===== config.mk =====
export PLATFORM = sky130hd
export DESIGN_NAME = sig_analyzer_bist
export DESIGN_NICKNAME = d
export VERILOG_FILES = /design/src/rtl/sig_analyzer_bist.sv
export SDC_FILE = /design/constraint.sdc
export NUM_CORES = 1
export LEC_CHECK = 0
export CAP_MARGIN = 5
export CORE_MARGIN = 2
export CORE_UTILIZATION = 30
export CTS_CLUSTER_DIAMETER = 200
export CTS_CLUSTER_SIZE = 14
export DETAILED_ROUTE_END_ITERATION = 10
export SLEW_MARGIN = 0
export SYNTH_ARGS = -nofsm -noshare
export SYNTH_HDL_FRONTEND = slang
export SYNTH_SLANG_ARGS = --single-unit

===== constraint.sdc =====
create_clock -name clk -period 2.2 [get_ports clk]
set_input_delay 0.22 -clock clk [delete_from_list [all_inputs] [get_ports clk]]
set_output_delay 0.22 -clock clk [all_outputs]
set_load 0.03 [all_outputs]

===== src/rtl/sig_analyzer_bist.sv =====
module sig_analyzer_bist #(
  parameter int NUM_PAT = 64,
  parameter int NUM_REF = 4,
  parameter logic [16*NUM_REF-1:0] GOLD_TAB = {16'h1D0F, 16'h7A31, 16'hC4E2, 16'h0B5A}
) (
  input  logic                       clk,
  input  logic                       rst_n,
  input  logic                       start_i,
  input  logic [$clog2(NUM_REF)-1:0] ref_sel_i,
  input  logic                       rsp_bit_i,
  input  logic                       rsp_vld_i,
  input  logic [1:0]                 digit_sel_i,
  output logic [$clog2(NUM_PAT)-1:0] pat_o,
  output logic                       busy_o,
  output logic                       done_o,
  output logic                       pass_o,
  output logic                       fail_o,
  output logic [15:0]                sig_o,
  output logic [$clog2(NUM_PAT)-1:0] trans_o,
  output logic [3:0]                 digit_o
);
  localparam int PW = $clog2(NUM_PAT);
  localparam int RW = $clog2(NUM_REF);
  localparam logic [PW-1:0] LAST = PW'(NUM_PAT - 1);

  typedef enum logic [1:0] {S_IDLE, S_RUN, S_FIN} state_t;
  state_t         state;
  logic           first_q, prev_q;
  logic [RW-1:0]  sel_q;
  logic [15:0]    sig_nx, gold_w;

  assign sig_nx  = {sig_o[14:0], sig_o[15] ^ sig_o[11] ^ sig_o[8] ^ sig_o[6] ^ rsp_bit_i};
  assign gold_w  = GOLD_TAB[{sel_q, 4'b0000} +: 16];
  assign digit_o = sig_o[{~digit_sel_i, 2'b00} +: 4];
  assign busy_o  = (state != S_IDLE);

  always_ff @(posedge clk or negedge rst_n) begin
    if (!rst_n) begin
      state   <= S_IDLE;
      pat_o   <= '0;
      trans_o <= '0;
      sig_o   <= '0;
      first_q <= 1'b0;
      prev_q  <= 1'b0;
      sel_q   <= '0;
      done_o  <= 1'b0;
      pass_o  <= 1'b0;
      fail_o  <= 1'b0;
    end else begin
      done_o <= 1'b0;
      case (state)
        S_IDLE: if (start_i) begin
          state   <= S_RUN;
          pat_o   <= '0;
          trans_o <= '0;
          sig_o   <= '0;
          first_q <= 1'b1;
          sel_q   <= ref_sel_i;
          pass_o  <= 1'b0;
          fail_o  <= 1'b0;
        end
        S_RUN: if (rsp_vld_i) begin
          sig_o   <= sig_nx;
          prev_q  <= rsp_bit_i;
          first_q <= 1'b0;
          if (!first_q && (rsp_bit_i != prev_q)) trans_o <= trans_o + 1'b1;
          if (pat_o == LAST) state <= S_FIN;
          else               pat_o <= pat_o + 1'b1;
        end
        default: begin
          state  <= S_IDLE;
          done_o <= 1'b1;
          pass_o <= (sig_o == gold_w);
          fail_o <= (sig_o != gold_w);
        end
      endcase
    end
  end

  assert_start_clears_R1: assert property (@(posedge clk) disable iff (!rst_n)
    (state == S_IDLE && start_i) |=> (busy_o && pat_o == '0 && sig_o == '0 && trans_o == '0));
  assert_pat_step_R2: assert property (@(posedge clk) disable iff (!rst_n)
    (state == S_RUN && rsp_vld_i && pat_o != LAST) |=> (pat_o == $past(pat_o) + 1'b1));
  assert_pat_hold_R2: assert property (@(posedge clk) disable iff (!rst_n)
    (state == S_RUN && !rsp_vld_i) |=> $stable(pat_o));
  assert_no_count_same_R3: assert property (@(posedge clk) disable iff (!rst_n)
    (state == S_RUN && rsp_vld_i && (first_q || rsp_bit_i == prev_q)) |=> $stable(trans_o));
  assert_verdict_excl_R6: assert property (@(posedge clk) disable iff (!rst_n) !(pass_o && fail_o));
  assert_done_pulse_R7: assert property (@(posedge clk) disable iff (!rst_n) done_o |=> !done_o);
  assert_done_after_fin_R7: assert property (@(posedge clk) disable iff (!rst_n)
    $rose(done_o) |-> ($past(state) == S_FIN && !busy_o));
  assert_verdict_hold_R8: assert property (@(posedge clk) disable iff (!rst_n)
    (state == S_IDLE && !start_i) |=> ($stable(pass_o) && $stable(fail_o)));
  assert_start_ignored_R9: assert property (@(posedge clk) disable iff (!rst_n)
    (state == S_RUN && start_i && !rsp_vld_i) |=> ($stable(pat_o) && $stable(sig_o) && $stable(trans_o)));
endmodule


### Word level (Yosys, flattened, before mapping)

Index checks and enable logic that the tools add are counted.

* $add $sub $neg: 2
* eq/ne operators: 10
* shift operators: 2
* mux-type cells: 21
* bitwise gates (word level): 6
* reduce and logical (&&, ||, !) cells: 13

Operators by type and width (number)
* 64-bit by 7-bit variable part select with 16-bit output (first input constant): 1
* 16-bit 2-to-1 mux: 2
* 16-bit one-hot mux with 2 select lines: 1
* 6-bit 2-to-1 mux: 5
* 6-bit one-hot mux with 2 select lines: 2
* 16-bit == test: 1
* 16-bit != test: 1
* 16-bit by 5-bit variable part select with 4-bit output: 1
* 6-bit by 1-bit adder with 6-bit output (second input constant): 2
* 2-bit != test (second input constant): 5
* 4-bit AND reduction: 2
* 6-bit == test (second input constant): 1
* 2-bit 2-to-1 mux: 3
* 1-bit one-hot mux with 2 select lines: 3
* 2-bit AND reduction: 3
* 3-bit AND reduction: 2
* 1-bit 2-to-1 mux: 4
* 2-bit one-hot mux with 2 select lines: 1
* 2-bit nonzero test: 2
* 1-bit XOR: 4
* 2-bit by 1-bit == test with 1-bit output (second input constant): 1
* 2-bit zero test: 1
* 2-bit inverter: 1
* 2-bit OR reduction: 1
* 4 further kinds: 4

* flip-flop bits (word level): 37
* bits of input ports: 9
* output and inout port bits: 36
* logic and storage cells: 64

### Depth between registers and ports, before layout

Gate-level depths: netlist of run 1.

* depth after elaboration: 6
* mapped depth: 6
* depth with buffers taken out: 6

### Worst setup path before layout of run 1

No wires, ideal clock.

* kind: register -> register
* start: register sel_q[1]
* end: register fail_o
* setup time: 141 ps
* arrival time: 1815 ps
* required time: 2059 ps
* setup slack: 245 ps
* cell stages (with the launch flop): 6
* path buffers: 0
* clock period less this slack: 1955 ps
* path through: dfrtp_1 inv_1 ha_1 or4_1 a2111oi_0 nor2_1

* word-level cells in the longest chain between the ends: 3

Ends and longest elaborated chain
* start, declared: line 29 `logic [RW-1:0] sel_q;`
* start signal, assigned: line 58 `sel_q <= ref_sel_i;`
* 64-bit by 7-bit variable part select with 16-bit output: line 33 `assign gold_w = GOLD_TAB[{sel_q, 4'b0000} +: 16];`
* 16-bit != test: line 74 `fail_o <= (sig_o != gold_w);`
* 1-bit one-hot mux with 2 select lines: line 51 `case (state)`
* end signal, assigned: line 74
* end, declared: line 17 `output logic fail_o,`

Every way passes these cells.
A chain may end at the register's enable or synchronous reset.

### Worst setup path after layout of run 1

* start: register sel_q[0]
* end: register pass_o

* word-level cells in the longest chain between the ends: 3

Ends and longest elaborated chain
* 64-bit by 7-bit variable part select with 16-bit output: line 33
* 16-bit == test: line 73 `pass_o <= (sig_o == gold_w);`
* 1-bit one-hot mux with 2 select lines: line 51
* end signal, assigned: line 73
* end, declared: line 16 `output logic pass_o,`

Every way passes these cells.

==> results of run 1 <==
synthesized netlist by cell type, drive strengths merged, types with 3 or more instances:
cell type,n
a21oi,6
a22o,14
mux4,4
inv,6
buf,3
xnor2,9
or3,6
clkbuf,4
ha,8
nand4,3
o21ai,13
dfrtp,37
a21o,3
xor2,3
nand3,4
nor2,6
nand2,19
worst paths after layout:
kind / slack, ps / endpoint / depth (start not counted)
min in group clk: 480 / first_q$_DFFE_PN0P_ / 2
max: 180 / pass_o$_DFFE_PN0P_ / 6
min reg2reg: 480 / first_q$_DFFE_PN0P_ / 2
max reg2reg: 180 / pass_o$_DFFE_PN0P_ / 6
max in group asynchronous: 1570 / sel_q[0]$_DFFE_PN0P_ / 1
min: 40 / sig_o[6]$_DFFE_PN0P_ / 1
critical path, cell delays in order (launching register included):
cell and delay [ps]:
dfrtp_2 440, inv_1 130, ha_1 250, or4_1 480, a2111oi_2 390, buf_4 170, a31o_1 90
power by group through the flow:
stage | sequential, uW | clock (uW) | combinational [uW]
2_1_floorplan | 1620 | 0 | 745
3_3_place_gp | 1240 | 0 | 1960
3_5_place_dp | 1240 | 0 | 1960
4_1_cts | 1230 | 505 | 1950
5_1_grt | 1270 | 531 | 2090
6_report | 1230 | 486 | 1940
kinds of logic (layout without fill, tap and decap cells):
| logic type | after synthesis | after routing |
|---|---|---|
| and+or+nand+nor | 55 | 55 |
| AOI/OAI and AO/OA | 48 | 48 |
| DFF | 37 | 37 |
| buffers and inverters | 13 | 69 |
| xor gates and xnor gates | 12 | 12 |
| adders and majority gates | 8 | 8 |
| muxes | 4 | 4 |
what timing repair did:
action	4_1_cts	5_1_grt
setup endpoints to repair	4	2
pin swaps	0	0
resized for setup	4	3
flip-flops by register name (all words and copies together) (netlist names), 2 cells and up:
signal and flops:
sig_o 16, pat_o 6, trans_o 6, sel_q 2, state 2
layer usage:
metal / vias to the layer above / track usage / wire [um]
met5: - / 0 / 0
met4: 0 / 0.0557 / 76
met3: 10 / 0.0376 / 270
met2: 49 / 0.204 / 2080
met1: 771 / 0.212 / 2450
li1: 766 / - / -
layout make-up:
class / count / area (um2)
Tap cell: 77 / 96.3
Timing Repair Buffer: 56 / 520
Inverter: 6 / 22.5
Fill cell: 623 / 3680
Sequential cell: 37 / 927
Clock buffer: 7 / 86.3
Multi-Input combinational cell: 127 / 946
stage by stage:
stage               hold slack, ps  utilization  worst slack (ps)  area [um2]
floorplan                    -75.6            -               245        1920
global placement               371        0.400              17.9        2510
detailed placement             391        0.400             -6.76        2510
CTS                           66.1        0.413              15.2        2590
global route                   116        0.414              51.9        2600
finish                        39.3        0.414               184        2600
==> metrics.yaml, run 1 <==
cts:
  cts.clk_slew.worst_paths_ps: 70
  root_buffer: "clkbuf_8"
  htreeDepth: 2
  cts_tree: "yes"
  numClockSinks: 37
  clk_latency_ps: 290
  cts_hold_buf: 0
  cts_max_path_buffers: 2
  post-cts-setup-buffer-count: 0
  numCtsBuffers: 5
synth:
  synth-seq-cells: 37
  synth_edf_count: 0
  synth_cell_types: 42
  synth_top_family_by_area: "compound AO/OA/AOI/OAI gates"
  yosys.area_share.simple: 0.159
  netlist.area_leader.share: 0.481
  netlist_area_mm2: 0.00192
  syn_avg_cell_area_um2: 10.9
  synth_mux_area_frac: 0.0468
  async_flop_share: 1.00
  yosys.area.top_type: "dfrtp_1"
  synthCells: 177
  synth_warnings: 0
  synth-adder-area-share: 0.0520
  synth.area.top_cells: "dfrtp_1, a22o_1, ha_1"
  synth.net_count: 194
  synth_ff_type: "dfrtp_1"
  yosysSeqAreaShare: 0.481
  synthXorXnorAreaFrac: 0.0546
  synth-compound-area-share: 0.176
global_route:
  antenna_found_initial: 0
  grt_pass1_vias: 1583
  grt_use_total: 0.145
  globalRoute.totalOverflow: 0
  grt_pass1_wl_mm: 8.13
  grt_max_degree: 38
sta:
  worst_pin_slew_ps: 859
  min_period_ps: 2020
  relSlewSlack: 0.427
  fin_skew_ps: 4.29
  slew_viol_final: 0
  setup-tns-final_ps: 0
  hold_violations: 0
  timing.fmax_mhz: 496
  timing.final.crit_share: 0.916
  rsz0062_at_grt: "no"
  setup_viol: 0
route:
  drt_wl_total_mm: 4.88
  drtIter0Drc: 68
  vias: 1596
  postRouteAntennaNets: 0
  wl_per_cell_um: 15.7
  drc_errors: 0
  vias_per_cell: 5.15
  dr.pass1.iters: 4
pwr:
  pwr-share-seq: 0.336
  internal_power_uw: 2050
  p_sw_uw: 1600
  p_leak_uw: 0.00113
  peakVddDrop_v: 0.000731
  p_clk_frac: 0.133
  total_power_uw: 3660
  power_per_cell_area_mw_per_mm2: 1410
  p_comb_frac: 0.531
  switching_share: 0.439
placement:
  dp_hpwl_mm: 3.40
  port-buffer-count: 44
  gp_congestion: 0.812
  dpl.cell_count: 303
min_path:
  hold_path_class: "input pin to asynchronous set/reset pin"
setup_path:
  critical_path_class: "flip-flop to flip-flop"
  cp_data_required_time_ps: 2430
  rr_startpoint: "sel_q[0]$_DFFE_PN0P_"
  critPathCaptureType: "flip-flop"
  cp_max_fo: 5
  crit_path_start: "sel_q[0]$_DFFE_PN0P_"
  cp.arrival_ps: 2240
  cp-start-kind: "flip-flop"
die:
  dieWidth_um: 84.1
  design.core.area_mm2: 0.00628
  io_pins: 45
  die_h_um: 84.1
  die_area_mm2: 0.00707
  rows: 29
  initial_core_util: 0.307
job:
  cap_violations: 0
cells_and_area:
  final_cell_mix: "clkdlybuf4s50_1, dfrtp_1, nand2_1"
  layout.nets: 250
  diodes: 0
  drive_gt1_frac: 0.116
  stdcell_count: 310
  final_common_cell: "clkdlybuf4s50_1"
  area_delta_synth_final_pct: 35.0
outcome:
  status: "finished clean"
(Power assumes the default switching activity.)
==> inputs of run 2 (changes only) <==
- CTS_BUF_LIST: default -> sky130_fd_sc_hd__clkbuf_4 sky130_fd_sc_hd__clkbuf_8
- SLEW_MARGIN: 0 -> 20
==> run 2 against run 1 <==
Compared with the run above:
- non-clock buffer count did not move
- power rose by 0.34%
- cell count unchanged
- hold slack stayed put
- global-route usage unchanged
- count of clock-buffer cells in the layout is the same
- highest routed layer unchanged
==> metrics.yaml, run 2 (synthesized netlist as in run 1, its figures left out) <==
outcome:
  status: "finished clean"
route:
  wl_per_cell_um: 15.7
  drt_wl_total_mm: 4.88
  vias_per_cell: 5.15
  postRouteAntennaNets: 0
  vias: 1595
  drc_errors: 0
  drtIter0Drc: 68
  dr.pass1.iters: 4
setup_path:
  critical_path_class: "flip-flop to flip-flop"
  cp.arrival_ps: 2240
  critPathCaptureType: "flip-flop"
  cp_max_fo: 5
  cp-start-kind: "flip-flop"
  cp_data_required_time_ps: 2430
sta:
  timing.fmax_mhz: 496
  timing.final.crit_share: 0.916
  min_period_ps: 2020
  hold_violations: 0
  worst_pin_slew_ps: 859
  setup_viol: 0
  fin_skew_ps: 4.29
  relSlewSlack: 0.427
  rsz0062_at_grt: "no"
  slew_viol_final: 0
cells_and_area:
  regMostFlops: "sig_o"
  fin_util: 0.415
  stdcell_count: 310
  drive_gt1_frac: 0.120
  layout.nets: 250
  reg.largest.list: "sig_o x16, pat_o x6, trans_o x6"
  area_delta_synth_final_pct: 35.2
  final_common_cell: "clkdlybuf4s50_1"
  largest_reg_flops: 16
  final_cell_mix: "clkdlybuf4s50_1, dfrtp_1, nand2_1"
  diodes: 0
  fill_cells: 621
cts:
  post-cts-setup-buffer-count: 0
  cts_tree: "yes"
  numCtsBuffers: 5
  cts_hold_buf: 0
  htreeDepth: 2
  cts_max_path_buffers: 2
  clk_latency_ps: 290
  root_buffer: "clkbuf_8"
  cts.clk_slew.worst_paths_ps: 70
  numClockSinks: 37
  cts_resized: 4
global_route:
  grt_use_total: 0.145
  globalRoute.totalOverflow: 0
  grt_pass1_vias: 1583
  grt_max_degree: 38
  antenna_found_initial: 0
  grt_pass1_wl_mm: 8.13
placement:
  port-buffer-count: 44
  dp_hpwl_mm: 3.40
  dpl.cell_count: 303
  gp_congestion: 0.812
pwr:
  peakVddDrop_v: 0.000734
  p_leak_uw: 0.00114
  power_per_cell_area_mw_per_mm2: 1410
  total_power_uw: 3670
die:
  rows: 29
  dieWidth_um: 84.1
  die_h_um: 84.1
  die_area_mm2: 0.00707
  design.core.area_mm2: 0.00628
  initial_core_util: 0.307
  io_pins: 45
job:
  cap_violations: 0
min_path:
  hold_path_class: "input pin to asynchronous set/reset pin"
run 2: path summary, 6_finish.rpt:
check | start | to | slack [ps] | cells after the start
setup / recovery | sel_q[0]$_DFFE_PN0P_ | pass_o$_DFFE_PN0P_ | 180 | 6
hold / removal | rst_n | sig_o[6]$_DFFE_PN0P_ | 40 | 1
setup reg to reg | sel_q[0]$_DFFE_PN0P_ | pass_o$_DFFE_PN0P_ | 180 | 6
hold reg to reg | first_q$_DFFE_PN0P_ | first_q$_DFFE_PN0P_ | 480 | 2
max in group asynchronous | rst_n | sel_q[0]$_DFFE_PN0P_ | 1570 | 1
min in group clk | first_q$_DFFE_PN0P_ | first_q$_DFFE_PN0P_ | 480 | 2
run 2: power breakdown:
part / internal (uW) / total (uW) / switching (uW)
Sequential: 918 / 1230 / 309
Combinational: 886 / 1940 / 1060
Clock: 261 / 499 / 238
run 2: layout make-up:
cell class                      count  area, um2  area share
Clock buffer                        7       90.1      0.0346
Sequential cell                    37        927       0.356
Inverter                            6       22.5     0.00865
Tap cell                           77       96.3      0.0370
Timing Repair Buffer               56        520       0.200
Multi-Input combinational cell    127        946       0.363
run 2: critical path, cell delays in order, from the launching register on:
cell and delay, ps:
dfrtp_2 440, inv_1 130, ha_1 250, or4_1 480
a2111oi_2 390, buf_4 170, a31o_1 90
run 2: routing by layer:
layer | track usage | up-vias | routed length, um
met2 | 0.204 | 49 | 2080
met3 | 0.0376 | 10 | 270
met5 | 0 | - | 0
li1 | - | 766 | -
met1 | 0.212 | 770 | 2450
met4 | 0.0557 | 0 | 76
run 2: through the flow:
stage | setup TNS (ps) | hold WS, ps | setup slack [ps] | area, um2
after floorplan | 0 | -75.6 | 245 | 1920
after global placement | 0 | 371 | 17.9 | 2510
after detailed placement | -14.3 | 391 | -6.76 | 2510
after CTS | 0 | 66.1 | 15.2 | 2590
after global routing | 0 | 116 | 51.9 | 2600
final | 0 | 39.3 | 184 | 2600
